[src/rtl/daisy_arb_pkg.sv]
package daisy_arb_pkg;
    typedef enum logic [0:0] {
        S_IDLE  = 1'b0,
        S_GRANT = 1'b1
    } arb_state_e;
endpackage

[src/rtl/daisy_arb_chain.sv]
// One request chain: position 0 is nearest the arbiter and blocks all behind it.
module daisy_arb_chain #(
    parameter int N_DEV = 8
) (
    input  logic [N_DEV-1:0] lane_req,
    output logic [N_DEV-1:0] lane_win,
    output logic             lane_any
);
    logic [N_DEV:0] blocked;

    assign blocked[0] = 1'b0;

    for (genvar i = 0; i < N_DEV; i++) begin : g_link
        assign lane_win[i]    = lane_req[i] & ~blocked[i];
        assign blocked[i + 1] = blocked[i] | lane_req[i];
    end

    assign lane_any = blocked[N_DEV];
endmodule

[src/rtl/daisy_arb_lvlreg.sv]
// Per-device chain-level registers with a write lock for the current holder.
module daisy_arb_lvlreg #(
    parameter int N_DEV = 8,
    parameter int N_LVL = 3,
    localparam int DW = $clog2(N_DEV),
    localparam int LW = (N_LVL > 1) ? $clog2(N_LVL) : 1
) (
    input  logic              clk,
    input  logic              rst_n,
    input  logic              wr_en,
    input  logic [DW-1:0]     wr_dev,
    input  logic [LW-1:0]     wr_lvl,
    input  logic [N_DEV-1:0]  held,
    output logic [N_DEV*LW-1:0] lvl_flat
);
    localparam logic [LW-1:0] LVL_RESET = LW'(N_LVL - 1);

    logic in_range;
    assign in_range = ({1'b0, wr_lvl} < (LW + 1)'(N_LVL));

    for (genvar d = 0; d < N_DEV; d++) begin : g_reg
        logic [LW-1:0] lvl_q;

        always_ff @(posedge clk) begin
            if (!rst_n) begin
                lvl_q <= LVL_RESET;
            end else if (wr_en && in_range && !held[d] && (wr_dev == DW'(d))) begin
                lvl_q <= wr_lvl;
            end
        end

        assign lvl_flat[d*LW +: LW] = lvl_q;
    end

    // a write aimed at the holder leaves every level untouched
    p_cfg_lock_r9: assert property (@(posedge clk) disable iff (!rst_n)
        (wr_en && held[wr_dev]) |=> $stable(lvl_flat));

    // an out-of-range level value is dropped
    p_cfg_range_r10: assert property (@(posedge clk) disable iff (!rst_n)
        (wr_en && ({1'b0, wr_lvl} >= (LW + 1)'(N_LVL))) |=> $stable(lvl_flat));
endmodule

[src/rtl/daisy_arb.sv]
module daisy_arb
    import daisy_arb_pkg::*;
#(
    parameter int N_DEV = 8,
    parameter int N_LVL = 3,
    localparam int DW = $clog2(N_DEV),
    localparam int LW = (N_LVL > 1) ? $clog2(N_LVL) : 1
) (
    input  logic             clk,
    input  logic             rst_n,
    input  logic [N_DEV-1:0] req,
    input  logic             bus_busy,
    input  logic             cfg_we,
    input  logic [DW-1:0]    cfg_dev,
    input  logic [LW-1:0]    cfg_lvl,
    output logic [N_DEV-1:0] gnt
);
    arb_state_e state_q, state_d;
    logic [DW-1:0] owner_q, owner_d;

    logic [N_DEV*LW-1:0]            lvl_flat;
    logic [N_LVL-1:0][N_DEV-1:0]    lane_req;
    logic [N_LVL-1:0][N_DEV-1:0]    lane_win;
    logic [N_LVL-1:0]               lane_any;
    logic [N_LVL:0]                 lvl_blk;
    logic [N_LVL:0][N_DEV-1:0]      acc;
    logic [N_DEV-1:0]               win_mask;
    logic [DW-1:0]                  win_idx;
    logic                           any_req;

    daisy_arb_lvlreg #(.N_DEV(N_DEV), .N_LVL(N_LVL)) u_lvl (
        .clk      (clk),
        .rst_n    (rst_n),
        .wr_en    (cfg_we),
        .wr_dev   (cfg_dev),
        .wr_lvl   (cfg_lvl),
        .held     (gnt),
        .lvl_flat (lvl_flat)
    );

    assign lvl_blk[0] = 1'b0;
    assign acc[0]     = '0;

    // one chain per level; a busy lower-numbered level masks every later one
    for (genvar l = 0; l < N_LVL; l++) begin : g_lvl
        for (genvar i = 0; i < N_DEV; i++) begin : g_dev
            assign lane_req[l][i] = req[i] && (lvl_flat[i*LW +: LW] == LW'(l));
        end

        daisy_arb_chain #(.N_DEV(N_DEV)) u_chain (
            .lane_req (lane_req[l]),
            .lane_win (lane_win[l]),
            .lane_any (lane_any[l])
        );

        assign lvl_blk[l + 1] = lvl_blk[l] | lane_any[l];
        assign acc[l + 1]     = acc[l] | (lvl_blk[l] ? '0 : lane_win[l]);
    end

    assign win_mask = acc[N_LVL];
    assign any_req  = lvl_blk[N_LVL];

    always_comb begin
        win_idx = '0;
        for (int i = 0; i < N_DEV; i++) begin
            if (win_mask[i]) win_idx = DW'(i);
        end
    end

    // next-state logic
    always_comb begin
        state_d = state_q;
        owner_d = owner_q;
        unique case (state_q)
            S_IDLE: begin
                if (any_req && !bus_busy) begin
                    state_d = S_GRANT;
                    owner_d = win_idx;
                end
            end
            S_GRANT: begin
                if (!req[owner_q]) state_d = S_IDLE;
            end
            default: state_d = S_IDLE;
        endcase
    end

    // state register
    always_ff @(posedge clk) begin
        if (!rst_n) begin
            state_q <= S_IDLE;
            owner_q <= '0;
        end else begin
            state_q <= state_d;
            owner_q <= owner_d;
        end
    end

    // outputs
    always_comb begin
        gnt = '0;
        if (state_q == S_GRANT) gnt[owner_q] = 1'b1;
    end

    p_onehot_r2: assert property (@(posedge clk) disable iff (!rst_n)
        $onehot0(gnt));

    p_pick_onehot_r3: assert property (@(posedge clk) disable iff (!rst_n)
        $onehot0(win_mask) && (any_req == (win_mask != '0)));

    p_hold_r5: assert property (@(posedge clk) disable iff (!rst_n)
        ((gnt & req) != '0) |=> (gnt == $past(gnt)));

    p_release_r6: assert property (@(posedge clk) disable iff (!rst_n)
        ((gnt != '0) && ((gnt & req) == '0)) |=> (gnt == '0));

    p_busy_r7: assert property (@(posedge clk) disable iff (!rst_n)
        ((gnt == '0) && bus_busy) |=> (gnt == '0));

    p_req_r8: assert property (@(posedge clk) disable iff (!rst_n)
        (gnt == '0) |=> ((gnt & ~$past(req)) == '0));
endmodule

[config.mk]
export PLATFORM = sky130hd
export DESIGN_NAME = daisy_arb
export DESIGN_NICKNAME = d
export VERILOG_FILES = /design/src/rtl/daisy_arb_pkg.sv /design/src/rtl/daisy_arb_chain.sv /design/src/rtl/daisy_arb_lvlreg.sv /design/src/rtl/daisy_arb.sv
export SDC_FILE = /design/constraint.sdc
export NUM_CORES = 1
export LEC_CHECK = 0
export ABC_AREA = 1
export CORE_MARGIN = 1.5
export CORE_UTILIZATION = 35
export CTS_CLUSTER_DIAMETER = 50
export DETAILED_ROUTE_END_ITERATION = 16
export HOLD_SLACK_MARGIN = 0.06
export SYNTH_ARGS = -nofsm -noshare
export SYNTH_HDL_FRONTEND = slang
export SYNTH_HIERARCHICAL = 1
export SYNTH_SLANG_ARGS = --single-unit
[constraint.sdc]
create_clock -name clk -period 1.8 [get_ports clk]
set_input_delay 0.18 -clock clk [delete_from_list [all_inputs] [get_ports clk]]
set_output_delay 0.18 -clock clk [all_outputs]
set_load 0.02 [all_outputs]
==> results of run 1 <==
critical path: cells and delay by family, from the launching register on:
| kind | cells | cell delay (ps) |
|---|---|---|
| simple gates | 8 | 1070 |
| flops | 1 | 340 |
| buf+inv | 3 | 310 |
| compound gates | 1 | 70 |
state kept, by name, indices dropped and copies added, names as in the netlist:
register       flops
u_lvl/g.lvl_q     16
owner_q            3
state_q            1
final cells by class:
cell class,count,area [um^2],share of cell area [%]
clock buffer,4,55.1,2.06
inverter,53,201,7.52
multi-input combinational,243,1270,47.6
sequential,20,418,15.6
tap,70,87.6,3.27
timing repair buffer,78,642,24.0
metal layers:
layer / up-vias / global-route usage, % / share of wire (%)
li1: 1170 / - / -
met1: 977 / 26.9 / 47
met2: 46 / 36.8 / 48
met3: 9 / 1.87 / 2.4
met4: 0 / 7.88 / 2.0
met5: - / 0 / 0
report_power, final:
part	switching (mW)	total, mW	leakage, nW	internal [mW]
Combinational	0.218	0.398	1.05	0.180
Sequential	0.0258	0.486	0.164	0.460
Clock	0.154	0.349	0.0288	0.195
Total	0.397	1.23	1.24	0.835
through the flow:
step | setup slack (ps) | setup TNS, ps | std cells
3_3_place_gp | -396 | -1500 | 450
2_1_floorplan | 4.18 | 0 | 321
5_1_grt | -235 | -816 | 468
4_1_cts | -55.3 | -127 | 464
6_report | -89.9 | -277 | 468
3_5_place_dp | -411 | -1510 | 450
repair_timing:
| item | CTS | global route |
|---|---|---|
| setup endpoints to repair | 12 | 5 |
| resized for setup | 41 | 17 |
| buffers inserted | 10 | 4 |
| hold buffers | 0 | 0 |
| pin swaps | 12 | 13 |
final timing paths:
kind	start	endpoint	slack, ps	cells after the start
max	u_lvl/g_reg[2].lvl_q[0]	owner_q[1]	-90	12
min	u_lvl/g_reg[3].lvl_q[1]	u_lvl/g_reg[3].lvl_q[1]	520	2
max reg2reg	u_lvl/g_reg[2].lvl_q[0]	owner_q[1]	-90	12
min reg2reg	u_lvl/g_reg[3].lvl_q[1]	u_lvl/g_reg[3].lvl_q[1]	520	2
==> metrics.md, run 1 <==
| Metric | Value |
|---|---|
| Average via count per standard cell | 4.71 |
| Core region area | 5040 um^2 |
| CTS H-Tree Depth | 1 |
| Worst-Margin Slew | 461 ps |
| Power density over cell area | 460 nW/um^2 |
| Setup Viol. Count Final | 4 |
| Remaining number of nets flagged by the antenna check after routing | 0 |
| Kind of end point of the critical path | register |
| Diodes inserted | 0 |
| Pin count of the biggest net entering global routing | 12 |
| Post-synthesis area per instance | between 5 and 6 um^2 |
| Wire length per cell after detailed routing | 11.9 um |
| Fraction of final layout cells with drive strength greater than 1 | between 20% and 30% |
| Clock insertion delay at the later pin of the skew report | 260 ps |
| Leakage power total | 1.24 nW |
| Layout overhead on the synthesized area | 47.7% |
| WHS | 520 ps |
| Worst IR drop on VDD | approximately 0.24 mV |
| Final Hold Violating Endpoints | 0 |
| Die width | around 75 um |
| Gp weighted congestion | 0.868 |
| Fin util | 53.1% |
| Post-Synthesis Cells | approximately 320 |
| DRT Wirelength | 5.56 mm |
| Kind of start point of the critical path | register |
| Vert. Die Dim | 75.0 um |
| Count of boundary I/O pins | 25 |
| Filler Cell Count | 530 |
| Number of max-cap violations | 0 |
| # port buffers | 24 |
| Final max-slew violation count | 0 |
| Max stage delay cell, worst path | sky130_fd_sc_hd__dfxtp_2 |
| Hold WC Path Type | reg2reg |
| Synth Cell Area | 1810 um^2 |
| Largest fanout on the critical path | 4 |
| Synthesis warning total | 6 |
| Number of global-route vias before repair | 2,051 |
| Placed Instance Area | between 2000 and 2500 um^2 |
| Signal arrival time at the worst endpoint | 2050 ps |
| Maximum cell stage delay along the critical path | 340 ps |
| Fraction of the cycle the final worst path needs | 105% |
| GR Overflow Total | 0 |
| Min Tclk post-route | 1890 ps |
| Clock net sink count | 20 |
| Synthesized netlist net count | 338 |
| Setup repair after global routing missed its margin | yes |
| Post-route cell area | 2680 um^2 |
| Initial Utilization | 36.0% |
| Buffer cell driving the clock tree root | sky130_fd_sc_hd__clkbuf_8 |
| Status | complete, but fails checks |
| PnR Total Power | about 1.2 mW |
| Most common cell after layout, fill and taps aside | sky130_fd_sc_hd__nor2_1 |
| Setup clock skew after layout | approximately 1.5 ps |
| Number of DRC violations after detailed routing | 0 |
| CP Data Required Time | 1960 ps |
| Placement Rows | 26 |
| Maximum count of clock buffers along a single path | 2 |
| Number of buffers inserted during clock tree synthesis | 3 |
| Floorplan die area | 5620 um^2 |
| Starting DRT DRC Count | 112 |
| Fmax | 529 MHz |
| Max_slew headroom | 69.0% |
| Setup WS post-layout | -89.9 ps |
| Ordered cell list for the critical path | nor3b_2 -> inv_1 -> nand3_2 -> nor2_4 -> nand4_1 -> inv_2 -> nand2_2 -> nor2_4 -> nor3_4 -> inv_1 -> nor2_2 -> a21oi_1 |
| Antenna violations before repair | 0 |
| Clock transition at the register clock pins on the worst setup and hold paths after CTS | 80 ps |
| Worst setup path class | reg2reg |
| Final layout net count | 416 |
| First-pass DRT Iterations | 5 |
| First-pass GRT wire length | 9.05 mm |
| Overall Global Routing Usage | 21.1% |
| Detailed placement HPWL | around 4.3 mm |
| Detailed-route via count | 2,202 |
| CTS tree | built |
| Leading cell types in the layout, fill and taps excluded | 66 x sky130_fd_sc_hd__nor2_1, 63 x sky130_fd_sc_hd__nand2_1, 52 x sky130_fd_sc_hd__buf_4 |
| Failing checks | negative setup slack |
(Power assumes the default switching activity.)
==> inputs of run 2 (changes only) <==
Settings changed: REMOVE_ABC_BUFFERS set to 1.
Clock period 1.8 ns to 1.95 ns, I/O delays scaled along.
==> run 2 against run 1 <==
Against the previous run:
- the run now ends clean
- wire length down 2.7%
- final area down 2.2%
- setup slack better by 150 ps
- clock power up 19%
- register-to-register slack better by 170 ps
- first-iteration DRC count down 24%
- utilization down 1.2 points
- combinational power down 12%
- die area unchanged
- via count down 1.0%
- flip-flop and latch count unchanged
==> metrics.md, run 2 (same netlist as run 1, synthesis figures left out) <==
| Metric | Value |
|---|---|
| Fmax | around 530 MHz |
| Wire length per cell after detailed routing | 11.8 um |
| Number of flip-flops under the largest register name | 16 |
| Leading cell types in the layout, fill and taps excluded | 64 x sky130_fd_sc_hd__nand2_1, 64 x sky130_fd_sc_hd__nor2_1, 47 x sky130_fd_sc_hd__inv_1 |
| Detailed placement HPWL | 4.36 mm |
| Leakage power total | ~1.3 nW |
| Fin util | 51.9% |
| Status | finished, final reports clean |
| Registers with the highest flip-flop counts | u_lvl/g.lvl_q (16), owner_q (3), state_q (1) |
| Cell count of the worst reg-to-reg path | 15 |
| Fraction of the cycle the final worst path needs | 96.9% |
| First-pass DRT Iterations | 4 |
| Setup repair after global routing missed its margin | yes |
| Slack of the worst reg-to-reg path | 80 ps |
| Placement Rows | 26 |
| Worst-Margin Slew | 392 ps |
| Number of buffers inserted during clock tree synthesis | 3 |
| Diodes inserted | 0 |
| Kind of start point of the critical path | input pin |
| Max_slew headroom | 73.8% |
| Multi-input logic area | about 1300 um^2 |
| # port buffers | 24 |
| Most flops, register | u_lvl/g.lvl_q |
| End of the worst register-to-register path | owner_q[0] |
| Worst Hold Endpoint | u_lvl/g_reg[0].lvl_q[0] |
| Placed insts | 451 |
| Most frequent cell on the critical path | sky130_fd_sc_hd__nand2_1 |
| Gp weighted congestion | ~0.89 |
| Core region area | 5040 um^2 |
| Post-layout instance count excluding filler cells | between 400 and 500 |
| Maximum count of clock buffers along a single path | 2 |
| Largest fanout on the critical path | 5 |
| Final Hold Violating Endpoints | 0 |
| Hold wc startpoint | u_lvl/g_reg[0].lvl_q[0] |
| Starting DRT DRC Count | 85 |
| Pin count of the biggest net entering global routing | 21 |
| Signal arrival time at the worst endpoint | 2040 ps |
| Min Tclk post-route | 1890 ps |
| Setup clock skew after layout | 3.05 ps |
| Die width | 75.0 um |
| Setup WS post-layout | 60.9 ps |
| Antenna violations before repair | 0 |
| CTS H-Tree Depth | 1 |
| Clock net sink count | 20 |
| Hold WC Path Type | reg2reg |
| FF+latch area | 417 um^2 |
| Clock transition at the register clock pins on the worst setup and hold paths after CTS | 80 ps |
| Number of max-cap violations | 0 |
| Worst setup path class | in2reg |
| Remaining number of nets flagged by the antenna check after routing | 0 |
| Floorplan die area | roughly 5600 um^2 |
| Worst IR drop on VDD | 0.316 mV |
| Worst slack at placement | -285 ps |
| Final layout net count | 406 |
| GR Overflow Total | 0 |
| Instance count along the most critical hold path | 2 |
| Count of boundary I/O pins | 25 |
| Kind of end point of the critical path | register |
| Critical register-to-register path startpoint | u_lvl/g_reg[0].lvl_q[0] |
| Clock insertion delay at the later pin of the skew report | 260 ps |
| Post-route cell area | 2620 um^2 |
| Initial Utilization | 36.0% |
| CTS tree | built |
| Number of global-route vias before repair | 1,945 |
| Detailed-route via count | 2,179 |
| Placed Instance Area | 2400 um^2 |
| DRT Wirelength | 5.41 mm |
| Ordered cell list for the critical path | clkdlybuf4s50_1 -> nor3b_2 -> buf_4 -> nor2_2 -> nand4_1 -> inv_2 -> nand2_4 -> nor2_2 -> nor2_2 -> nand2_1 -> nand2_1 -> nand2_1 -> nand2_1 -> nand2_1 -> a21oi_2 |
| Power density over cell area | 464 nW/um^2 |
| WHS | ~520 ps |
| Setup Viol. Count Final | 0 |
| First-pass GRT wire length | 8.69 mm |
| CP Data Required Time | roughly 2100 ps |
| Buffer cell driving the clock tree root | sky130_fd_sc_hd__clkbuf_8 |
| Layout overhead on the synthesized area | 44.3% |
| Fraction of final layout cells with drive strength greater than 1 | 26.0% |
| Final max-slew violation count | 0 |
| Number of DRC violations after detailed routing | 0 |
| Maximum cell stage delay along the critical path | approximately 460 ps |
| Vert. Die Dim | 75.0 um |
| Filler Cell Count | between 500 and 600 |
| Average via count per standard cell | between 4 and 5 |
| Overall Global Routing Usage | 20.3% |
| Max stage delay cell, worst path | sky130_fd_sc_hd__clkdlybuf4s50_1 |
==> run 2: stage by stage <==
stage               power, mW  setup TNS (ps)
floorplan               0.629               0
global placement        0.785           -1180
detailed placement      0.788            -966
CTS                      1.21               0
global route             1.28           -99.3
finish                   1.21               0
==> run 2: what timing repair did <==
action / CTS / global route
endpoints found under the setup margin: 2 / 8
buffers inserted: 0 / 3
hold buffers: 0 / 0
pin swaps: 0 / 9
resized for setup: 5 / 38
==> run 2: report_power, final <==
group	switching (mW)	leakage [nW]	total, mW	internal [mW]
combinational	0.198	1.06	0.352	0.154
clock	0.141	0.0357	0.415	0.274
sequential	0.0232	0.165	0.448	0.425
==> run 2: worst max-delay path: cells and delay by family <==
kind | cells | cell delay (ps)
compound gates | 1 | 60
simple gates | 11 | 970
buf+inv | 3 | 800
==> run 2: worst max path at each step <==
| stage | from | to | slack, ps |
|---|---|---|---|
| 2_1_floorplan | u_lvl/g_reg[0].lvl_q[1] | owner_q[1] | 140 |
| 3_3_place_gp | req[1] | owner_q[0] | -340 |
| 3_5_place_dp | req[1] | owner_q[0] | -290 |
| 4_1_cts | req[1] | owner_q[0] | 20 |
| 5_1_grt | u_lvl/g_reg[0].lvl_q[0] | owner_q[0] | -90 |
| 6_report | req[4] | owner_q[0] | 60 |
==> run 2: layout make-up <==
cell class | count | area share [%]
multi-input combinational | 243 | 47.8
clock inverter | 1 | 1.15
tap | 70 | 3.34
clock buffer | 3 | 1.58
sequential | 20 | 15.9
timing repair buffer | 68 | 22.6
inverter | 53 | 7.69
==> run 2: routing by layer <==
metal	GRT usage (%)	vias up	wire [um]	share of wire, %
met5	0	-	0	0
met4	8.28	0	133	2.5
met3	2.01	13	155	2.9
met2	34.5	40	2710	50
met1	26.3	978	2410	45
li1	-	1148	-	-
